$ cat config.mk
export PLATFORM = sky130hd
export DESIGN_NAME = addr_window_decoder
export DESIGN_NICKNAME = d
export VERILOG_FILES = /design/src/rtl/awd_pkg.sv /design/src/rtl/awd_regdec.sv /design/src/rtl/awd_regfile.sv /design/src/rtl/awd_win_match.sv /design/src/rtl/awd_pick.sv /design/src/rtl/addr_window_decoder.sv
export SDC_FILE = /design/constraint.sdc
export NUM_CORES = 2
export LEC_CHECK = 0
export BUFFER_PORTS_ARGS = -buffer_cell sky130_fd_sc_hd__buf_2
export CORE_ASPECT_RATIO = 0.5
export CORE_UTILIZATION = 40
export CTS_BUF_LIST = sky130_fd_sc_hd__clkbuf_8
export DETAILED_ROUTE_END_ITERATION = 6
export GPL_ROUTABILITY_DRIVEN = 0
export PLACE_DENSITY = 0.67
export SYNTH_ARGS = -nofsm -noshare
export SYNTH_HDL_FRONTEND = slang
export SYNTH_HIERARCHICAL = 1
export SYNTH_SLANG_ARGS = --single-unit
$ cat constraint.sdc
create_clock -name clk -period 7.05 [get_ports clk]
set_input_delay 0.3525 -clock clk [delete_from_list [all_inputs] [get_ports clk]]
set_output_delay 0.3525 -clock clk [all_outputs]
set_load 0.005 [all_outputs]
$ cat src/rtl/awd_pkg.sv
package awd_pkg;
   localparam int ADDR_W = 36;

   typedef enum logic [1:0] {
      SEL_CTRL = 2'd0,
      SEL_BASE = 2'd1,
      SEL_RLO  = 2'd2,
      SEL_RHI  = 2'd3
   } reg_sel_e;

   typedef struct packed {
      logic        en;
      logic [3:0]  tgt;
      logic [7:0]  attr;
      logic [15:0] mask;
      logic [15:0] base_lo;
      logic [3:0]  base_hi;
   } win_cfg_t;

   typedef struct packed {
      logic [15:0] lo;
      logic [3:0]  hi;
   } remap_t;
endpackage

$ cat src/rtl/awd_regdec.sv
module awd_regdec
   import awd_pkg::*;
#(
   parameter int NUM_WIN   = 20,
   parameter int NUM_REMAP = 8,
   parameter int REG_AW    = 8,
   localparam int WIN_IW   = $clog2(NUM_WIN)
) (
   input  logic [REG_AW-1:0] off,
   output logic              valid,
   output logic [WIN_IW-1:0] win,
   output reg_sel_e          sel
);
   localparam int HOLE_LO = NUM_REMAP * 16;
   localparam int HOLE_HI = HOLE_LO + 16;
   localparam int TOP_OFF = HOLE_HI + (NUM_WIN - NUM_REMAP) * 8;

   logic [31:0] o32;
   logic [31:0] rel;

   always_comb begin
      o32   = 32'(off);
      rel   = o32 - 32'(HOLE_HI);
      valid = 1'b0;
      win   = '0;
      sel   = SEL_CTRL;
      if (o32 < 32'(HOLE_LO)) begin
         valid = 1'b1;
         win   = WIN_IW'(o32 >> 4);
         sel   = reg_sel_e'(o32[3:2]);
      end else if (o32 >= 32'(HOLE_HI) && o32 < 32'(TOP_OFF)) begin
         valid = 1'b1;
         win   = WIN_IW'(32'(NUM_REMAP) + (rel >> 3));
         sel   = rel[2] ? SEL_BASE : SEL_CTRL;
      end
   end
endmodule

$ cat src/rtl/awd_regfile.sv
module awd_regfile
   import awd_pkg::*;
#(
   parameter int NUM_WIN   = 20,
   parameter int NUM_REMAP = 8,
   parameter int REG_AW    = 8,
   localparam int WIN_IW   = $clog2(NUM_WIN),
   localparam int RIW      = $clog2(NUM_REMAP)
) (
   input  logic              clk,
   input  logic              rst_n,
   input  logic              we,
   input  logic [REG_AW-1:0] addr,
   input  logic [31:0]       wdata,
   output logic [31:0]       rdata,
   output win_cfg_t          cfg   [NUM_WIN],
   output remap_t            remap [NUM_REMAP]
);
   logic [31:0] ctrl_q [NUM_WIN];
   logic [15:0] blo_q  [NUM_WIN];
   logic [3:0]  bhi_q  [NUM_WIN];
   logic [15:0] rlo_q  [NUM_REMAP];
   logic [3:0]  rhi_q  [NUM_REMAP];

   logic              dec_valid;
   logic [WIN_IW-1:0] dec_win;
   reg_sel_e          dec_sel;
   logic [RIW-1:0]    ridx;

   awd_regdec #(
      .NUM_WIN(NUM_WIN), .NUM_REMAP(NUM_REMAP), .REG_AW(REG_AW)
   ) u_dec (
      .off(addr), .valid(dec_valid), .win(dec_win), .sel(dec_sel)
   );

   assign ridx = dec_win[RIW-1:0];

   always_ff @(posedge clk) begin
      if (!rst_n) begin
         for (int w = 0; w < NUM_WIN; w++) begin
            ctrl_q[w] <= '0;
            blo_q[w]  <= '0;
            bhi_q[w]  <= '0;
         end
         for (int r = 0; r < NUM_REMAP; r++) begin
            rlo_q[r] <= '0;
            rhi_q[r] <= '0;
         end
      end else if (we && dec_valid) begin
         unique case (dec_sel)
            SEL_CTRL: ctrl_q[dec_win] <= wdata;
            SEL_BASE: begin
               blo_q[dec_win] <= wdata[31:16];
               bhi_q[dec_win] <= wdata[3:0];
            end
            SEL_RLO:  rlo_q[ridx] <= wdata[31:16];
            SEL_RHI:  rhi_q[ridx] <= wdata[3:0];
         endcase
      end
   end

   always_comb begin
      rdata = '0;
      if (dec_valid) begin
         unique case (dec_sel)
            SEL_CTRL: rdata = ctrl_q[dec_win];
            SEL_BASE: rdata = {blo_q[dec_win], 12'h000, bhi_q[dec_win]};
            SEL_RLO:  rdata = {rlo_q[ridx], 16'h0000};
            SEL_RHI:  rdata = {28'h0, rhi_q[ridx]};
         endcase
      end
   end

   always_comb begin
      for (int w = 0; w < NUM_WIN; w++) begin
         cfg[w].en      = ctrl_q[w][0];
         cfg[w].tgt     = ctrl_q[w][7:4];
         cfg[w].attr    = ctrl_q[w][15:8];
         cfg[w].mask    = ctrl_q[w][31:16];
         cfg[w].base_lo = blo_q[w];
         cfg[w].base_hi = bhi_q[w];
      end
      for (int r = 0; r < NUM_REMAP; r++) begin
         remap[r].lo = rlo_q[r];
         remap[r].hi = rhi_q[r];
      end
   end
endmodule

$ cat src/rtl/awd_win_match.sv
module awd_win_match
   import awd_pkg::*;
(
   input  win_cfg_t          cfg,
   input  logic [ADDR_W-1:0] addr,
   output logic              hit
);
   logic hi_eq;
   logic lo_eq;

   assign hi_eq = (addr[35:32] == cfg.base_hi);
   assign lo_eq = ((addr[31:16] & ~cfg.mask) == (cfg.base_lo & ~cfg.mask));
   assign hit   = cfg.en & hi_eq & lo_eq;
endmodule

$ cat src/rtl/awd_pick.sv
module awd_pick
   import awd_pkg::*;
#(
   parameter int NUM_WIN   = 20,
   parameter int NUM_REMAP = 8,
   localparam int WIN_IW   = $clog2(NUM_WIN),
   localparam int RIW      = $clog2(NUM_REMAP)
) (
   input  logic [NUM_WIN-1:0] hit_vec,
   input  win_cfg_t           cfg   [NUM_WIN],
   input  remap_t             remap [NUM_REMAP],
   input  logic [ADDR_W-1:0]  addr,
   output logic               hit,
   output logic [WIN_IW-1:0]  idx,
   output logic [3:0]         target,
   output logic [7:0]         attr,
   output logic [ADDR_W-1:0]  addr_out
);
   win_cfg_t sel_cfg;
   remap_t   sel_rm;

   always_comb begin
      hit = 1'b0;
      idx = '0;
      for (int i = NUM_WIN - 1; i >= 0; i--) begin
         if (hit_vec[i]) begin
            hit = 1'b1;
            idx = WIN_IW'(i);
         end
      end
   end

   assign sel_cfg = cfg[idx];
   assign sel_rm  = remap[idx[RIW-1:0]];
   assign target  = sel_cfg.tgt;
   assign attr    = sel_cfg.attr;

   always_comb begin
      addr_out = addr;
      if (32'(idx) < 32'(NUM_REMAP)) begin
         addr_out[35:32] = sel_rm.hi;
         addr_out[31:16] = (sel_rm.lo & ~sel_cfg.mask) | (addr[31:16] & sel_cfg.mask);
      end
   end
endmodule

$ cat src/rtl/addr_window_decoder.sv
module addr_window_decoder
   import awd_pkg::*;
#(
   parameter int NUM_WIN   = 20,
   parameter int NUM_REMAP = 8,
   parameter int REG_AW    = 8
) (
   input  logic              clk,
   input  logic              rst_n,
   input  logic              reg_we,
   input  logic [REG_AW-1:0] reg_addr,
   input  logic [31:0]       reg_wdata,
   output logic [31:0]       reg_rdata,
   input  logic [ADDR_W-1:0] lk_addr,
   output logic              lk_hit,
   output logic [3:0]        lk_target,
   output logic [7:0]        lk_attr,
   output logic [ADDR_W-1:0] lk_addr_out
);
   localparam int WIN_IW  = $clog2(NUM_WIN);
   localparam int MAP_END = NUM_REMAP * 16 + 16 + (NUM_WIN - NUM_REMAP) * 8;

   if (NUM_REMAP < 2 || NUM_REMAP >= NUM_WIN) begin : g_bad_split
      $error("NUM_REMAP must be at least 2 and below NUM_WIN");
   end
   if (MAP_END > (1 << REG_AW)) begin : g_bad_aw
      $error("REG_AW too narrow for the register map");
   end

   win_cfg_t          cfg   [NUM_WIN];
   remap_t            remap [NUM_REMAP];
   logic [NUM_WIN-1:0] hit_vec;
   logic [NUM_WIN-1:0] en_vec;
   logic [WIN_IW-1:0]  win_idx;

   awd_regfile #(
      .NUM_WIN(NUM_WIN), .NUM_REMAP(NUM_REMAP), .REG_AW(REG_AW)
   ) u_regs (
      .clk(clk), .rst_n(rst_n), .we(reg_we), .addr(reg_addr),
      .wdata(reg_wdata), .rdata(reg_rdata), .cfg(cfg), .remap(remap)
   );

   for (genvar w = 0; w < NUM_WIN; w++) begin : g_match
      awd_win_match u_match (
         .cfg(cfg[w]), .addr(lk_addr), .hit(hit_vec[w])
      );
      assign en_vec[w] = cfg[w].en;
   end

   awd_pick #(
      .NUM_WIN(NUM_WIN), .NUM_REMAP(NUM_REMAP)
   ) u_pick (
      .hit_vec(hit_vec), .cfg(cfg), .remap(remap), .addr(lk_addr),
      .hit(lk_hit), .idx(win_idx), .target(lk_target), .attr(lk_attr),
      .addr_out(lk_addr_out)
   );
endmodule

# After elaboration in Yosys (flattened, before gate mapping)

Memories as Yosys holds them, arrays and structs flattened.
Index checks and enable logic that the tools add are counted.
Widths: inputs -> output; s select.

Bitwise logic cells: 106
Muxes and demuxes: 88
Order comparisons: 6
$add $sub $neg: 2
Eq/ne operators: 43
Reduce and logical (&&, ||, !) cells: 8

Operator list:

| kind                | count |
|---|---|
| $and 16x16->16      | 42 |
| $not 16->16         | 21 |
| $eq 16x16->1        | 20 |
| $bmux 49 s5         | 1 |
| $pmux 32 s4         | 1 |
| $mux 5              | 25 |
| $mux 48             | 2 |
| $eq 4x4->1          | 20 |
| $mux 32             | 2 |
| $bmux 20 s3         | 1 |
| $mux 20             | 3 |
| $mux 1              | 46 |
| $and 1x1->1         | 40 |
| $mux 16             | 2 |
| $reduce_or 16->1    | 2 |
| $reduce_or 32->1    | 1 |
| $lt 8x8->1 const B  | 2 |
| $or 16x16->16       | 1 |
| $ge 8x8->1 const B  | 1 |
| $mux 4              | 2 |
| $reduce_or 4->1     | 2 |
| $sub 8x8->8 const B | 1 |
| $ge 6x6->1 const B  | 1 |
| $mux 3              | 2 |
| 10 further kinds    | 12 |

Bits in registers: 0
Input port bits: 79
Output and inout bits: 81
Bits in writable memories: 1200
Memories: 5
Word-level logic and storage cells: 258

Memory list:

| memory        | words | bits a word | rd ports | clocked after Yosys merged registers in | write ports | RTL line          | RTL |
|---|---|---|---|---|---|---|---|
| u_regs.ctrl_q | 20    | 32          | 21       | 0                                       | 20          | awd_regfile.sv:19 | `logic [31:0] ctrl_q [NUM_WIN];` |
| u_regs.blo_q  | 20    | 16          | 21       | 0                                       | 20          | awd_regfile.sv:20 | `logic [15:0] blo_q [NUM_WIN];` |
| u_regs.rlo_q  | 8     | 16          | 9        | 0                                       | 8           | awd_regfile.sv:22 | `logic [15:0] rlo_q [NUM_REMAP];` |
| u_regs.bhi_q  | 20    | 4           | 21       | 0                                       | 20          | awd_regfile.sv:21 | `logic [3:0] bhi_q [NUM_WIN];` |
| u_regs.rhi_q  | 8     | 4           | 9        | 0                                       | 8           | awd_regfile.sv:23 | `logic [3:0] rhi_q [NUM_REMAP];` |

# Longest topological paths before layout

An unclocked memory read counts as a cell.

Depth in word-level cells: 33
Gate-level depth with buffers: 17
Depth with buffers taken out: 14

# By module

Netlist, hierarchy kept.

By module, submodules not included:

| module        | seq. area each (sq um) | cells an instance | instances | area each (sq um) |
|---|---|---|---|---|
| awd_regfile   | 54772.5                | 5571              | 1         | 83521.4 |
| awd_win_match | 0.0                    | 35                | 20        | 261.5 |
| awd_pick      | 0.0                    | 810               | 1         | 5108.6 |
| awd_regdec    | 0.0                    | 32                | 1         | 214.0 |

# Worst setup path before layout

Ideal clock, no wire load.

Path type: input-to-reg
Start: input reg_addr[4]
End: memory u_regs.ctrl_q[13][0] (enable)
Library setup time: 0.466 ns
Data arrival time: 4.462 ns
Buffers on the path: 4
Data required time: 6.584 ns
Path slack: 2.122 ns
Stages on the path: 11
Cells stage by stage: inv_1 > ha_1 > nand2b_1 > a31oi_1 > a211oi_2 > buf_2 > buf_2 > buf_2 > nand2_1 > clkbuf_1 > o21ai_0

RTL lines:

| element     | RTL line                  | RTL |
|---|---|---|
| from (decl) | addr_window_decoder.sv:11 | `input logic [REG_AW-1:0] reg_addr,` |
| to (decl)   | awd_regfile.sv:19         |  |

==> results.toml <==
[logic_synthesis]
netlist_top_cells_area = "edfxtp_1 (58%), and2_1 (7.9%), mux2i_1 (7.1%)"
seq_area_frac_synth_pct = 58.22
synth_top_area_share_pct = 58.22
syn-num-nets = 7195
synth.most_common_cell = "edfxtp_1"
syn_area_per_cell_um2 = 13.23
synth_edf_count = 1824
synth.cell_area_um2 = 94070
netlist_top_cells_count = "edfxtp_1 (1824), and2_1 (1186), mux2i_1 (666)"
yosysTopAreaCell = "edfxtp_1"
yosys_warnings = 6
ys_ff_latch = 1824
postSynth.asyncResetShare_pct = 0
netlist_instances = 7113
synth_cell_types = 81
ys.flop_type = "edfxtp_1"

[timing]
tns_ns = 0
fmax_mhz = 150.4
final-setup-viol-count = 0
drv_slew = 19
setup_ws_ns = 0.4014
hold_violations = 0
max_slew_margin_pct = -10.76
rsz0062_at_grt = "false"
timing.final.crit_period_ns = 6.649
holdWs_ns = 0.1016
fin_crit_sh_pct = 94.31
worst_slew_pin_slew_ns = 1.644

[routing]
wl_per_cell_um = 35.61
num_vias = 62970
drc = 1
ant_nets = 0
routed_wl_um = 356900
dr.first_iter.drc_count = 12090
vias_per_cell = 6.284
firstDrtPassIters = 7

[power]
pwr-share-seq_pct = 51.5
p_sw_share_pct = 28.07
power.total_mw = 24.55
p_per_area_nw_per_um2 = 245.3
leakage_nw = 34.87
power_switching_mw = 6.891
intPower_mw = 17.66
power.share.clock_pct = 35.3
vdd_drop_max_v = 0.0001413
combinationalPowerShare_pct = 13.2

[setup_path]
slowest_delay_ns = 0.86
crit_top_cell = "nor4_1"
cp-end-kind = "primary output"
crit_chain = "xnor2_1 -> nand3_1 -> nor4_1 -> and4_1 -> o311ai_1 -> a31o_2 -> nand2_4 -> inv_2 -> nand2_2 -> a21oi_1 -> nor4_1 -> mux2_2 -> buf_2"
crit_path_top_delay_cell = "nor4_1"
cp_data_arrival_time_ns = 6.30
path_delay_family = "simple AND/OR/NAND/NOR gates"
crit_path_start_kind = "register"
critPathMaxFanout = 33
path_depth = 13
criticalPathCategory = "register to primary output"
crit_required_ns = 6.70
crit_buf_inv = 2

[cells_and_area]
n_fill_cell = 20850
fin_area_um2 = 100100
fin_nets = 6777
drive_gt1_share_pct = 16.64
area_delta_synth_final_pct = 6.408
stdcell_count = 10020
finish.utilization_pct = 42.96

[die]
start_util_pct = 40.37
die_area_um2 = 237200
die_x_um = 687.8
pin_count = 160
core_area_um2 = 233000
rows = 125
die_h_um = 344.9

[place]
placed_area_um2 = 94710
dp_hpwl_um = 239100
dp.cells = 9499
place_ws_ns = 0.9267
io_buffers = 127

[clocking]
cts_tree = "done"
clock-sinks = 1824
path_clk_slew_ns = 0.06
cts_htree_levels = 5
cts_max_path_buffers = 4
clockRootBuffer = "clkbuf_8"
cts-resized-gates = 0
numCtsBuffers = 290

[grt]
grt_max_degree = 93
busiest_layer = "met2"
grtUsageMet3_pct = 11.08
grt_pass1_wl_um = 480700
use_met1_pct = 36.69
antenna_found_initial = 46
gr-usage-met2_pct = 41.79
overflow = 0
grt_pass1_vias = 58960
grt_usage_pct = 29.17

[run]
cap_viol_max_count = 2

[hold_path]
whs_path_depth = 2
hp-class = "input port to register"

[run_status]
violations = "design-rule violations, max-capacitance violations, max-slew violations"
outcome = "finished, violations left"
## power by group through the flow
stage	registers (mW)	logic (mW)	clock network [mW]
after global placement	12.8	3.01	0
after detailed placement	12.9	3.02	0
after CTS	12.6	3.04	8.70
after global routing	12.7	3.19	9.12
final	12.6	3.23	8.67
after floorplan	12.7	1.86	0
## per-layer routing
| layer | up-vias | part of all wire, % |
|---|---|---|
| met5 | - | 0.26 |
| met4 | 32 | 8.2 |
| met3 | 1252 | 16 |
| met2 | 5543 | 41 |
| met1 | 31360 | 35 |
| li1 | 24780 | - |
## cells in the final DEF, fill, tap and decap left out, types with 29 or more instances in the layout
| cell | count |
|---|---|
| a21oi_1 | 84 |
| nand2_1 | 328 |
| mux2i_1 | 666 |
| a22oi_1 | 154 |
| mux4_2 | 217 |
| o211ai_1 | 29 |
| nand3_1 | 105 |
| mux2_2 | 32 |
| nor2_1 | 158 |
| and2_1 | 1185 |
| buf_4 | 244 |
| nor4_1 | 47 |
| xnor2_1 | 400 |
| edfxtp_1 | 1824 |
| clkbuf_8 | 301 |
| and3_1 | 39 |
| clkinv_1 | 55 |
| o21ai_0 | 29 |
| nand4_1 | 33 |
| nor2_2 | 43 |
| o22ai_1 | 279 |
| buf_2 | 124 |
| inv_1 | 102 |
## state kept, by name, summed over array words and instances (netlist names)
name,cells
u_regs/ctrl_q,1024
u_regs/blo_q,512
u_regs/bhi_q,128
u_regs/rlo_q,128
u_regs/rhi_q,32
## path summary, 6_finish.rpt
check,end,slack (ns),start
setup / recovery,lk_addr_out[30],0.40,u_regs/bhi_q[16][1]$_SDFFCE_PN0P_
hold / removal,u_regs/rhi_q[3][3]$_SDFFCE_PN0P_,0.10,rst_n
## kinds of logic (layout without fill, tap and decap cells)
logic type | Yosys count | after routing | synth area share [%]
other | 0 | 18 | 0
multiplexers | 916 | 916 | 12.68
AO/OA/AOI/OAI | 752 | 752 | 5.312
XOR/XNOR | 400 | 400 | 3.724
AND/OR/NAND/NOR | 2088 | 2088 | 12.59
flip-flops | 1824 | 1824 | 58.22
adder cells (fa/ha/maj) | 3 | 3 | 0.03990
buffers and inverters | 1130 | 909 | 7.431
## cell type report
type	instances	area [um2]	area share [%]
Sequential cell	1824	54770	54.72
Multi-Input combinational cell	4159	33070	33.03
Clock buffer	301	4143	4.138
Tap cell	3111	3892	3.889
Timing Repair Buffer	407	3083	3.080
Clock inverter	188	1050	1.049
Inverter	13	48.80	0.04875
Antenna cell	18	45.04	0.04500
## repair_timing
action | in CTS | in global routing
buffers inserted | 0 | 0
endpoints found under the setup margin | 0 | 0
hold buffers | 15 | 0
endpoints found under the hold margin | 218 | 0
Power figures use the tool's default switching activity.
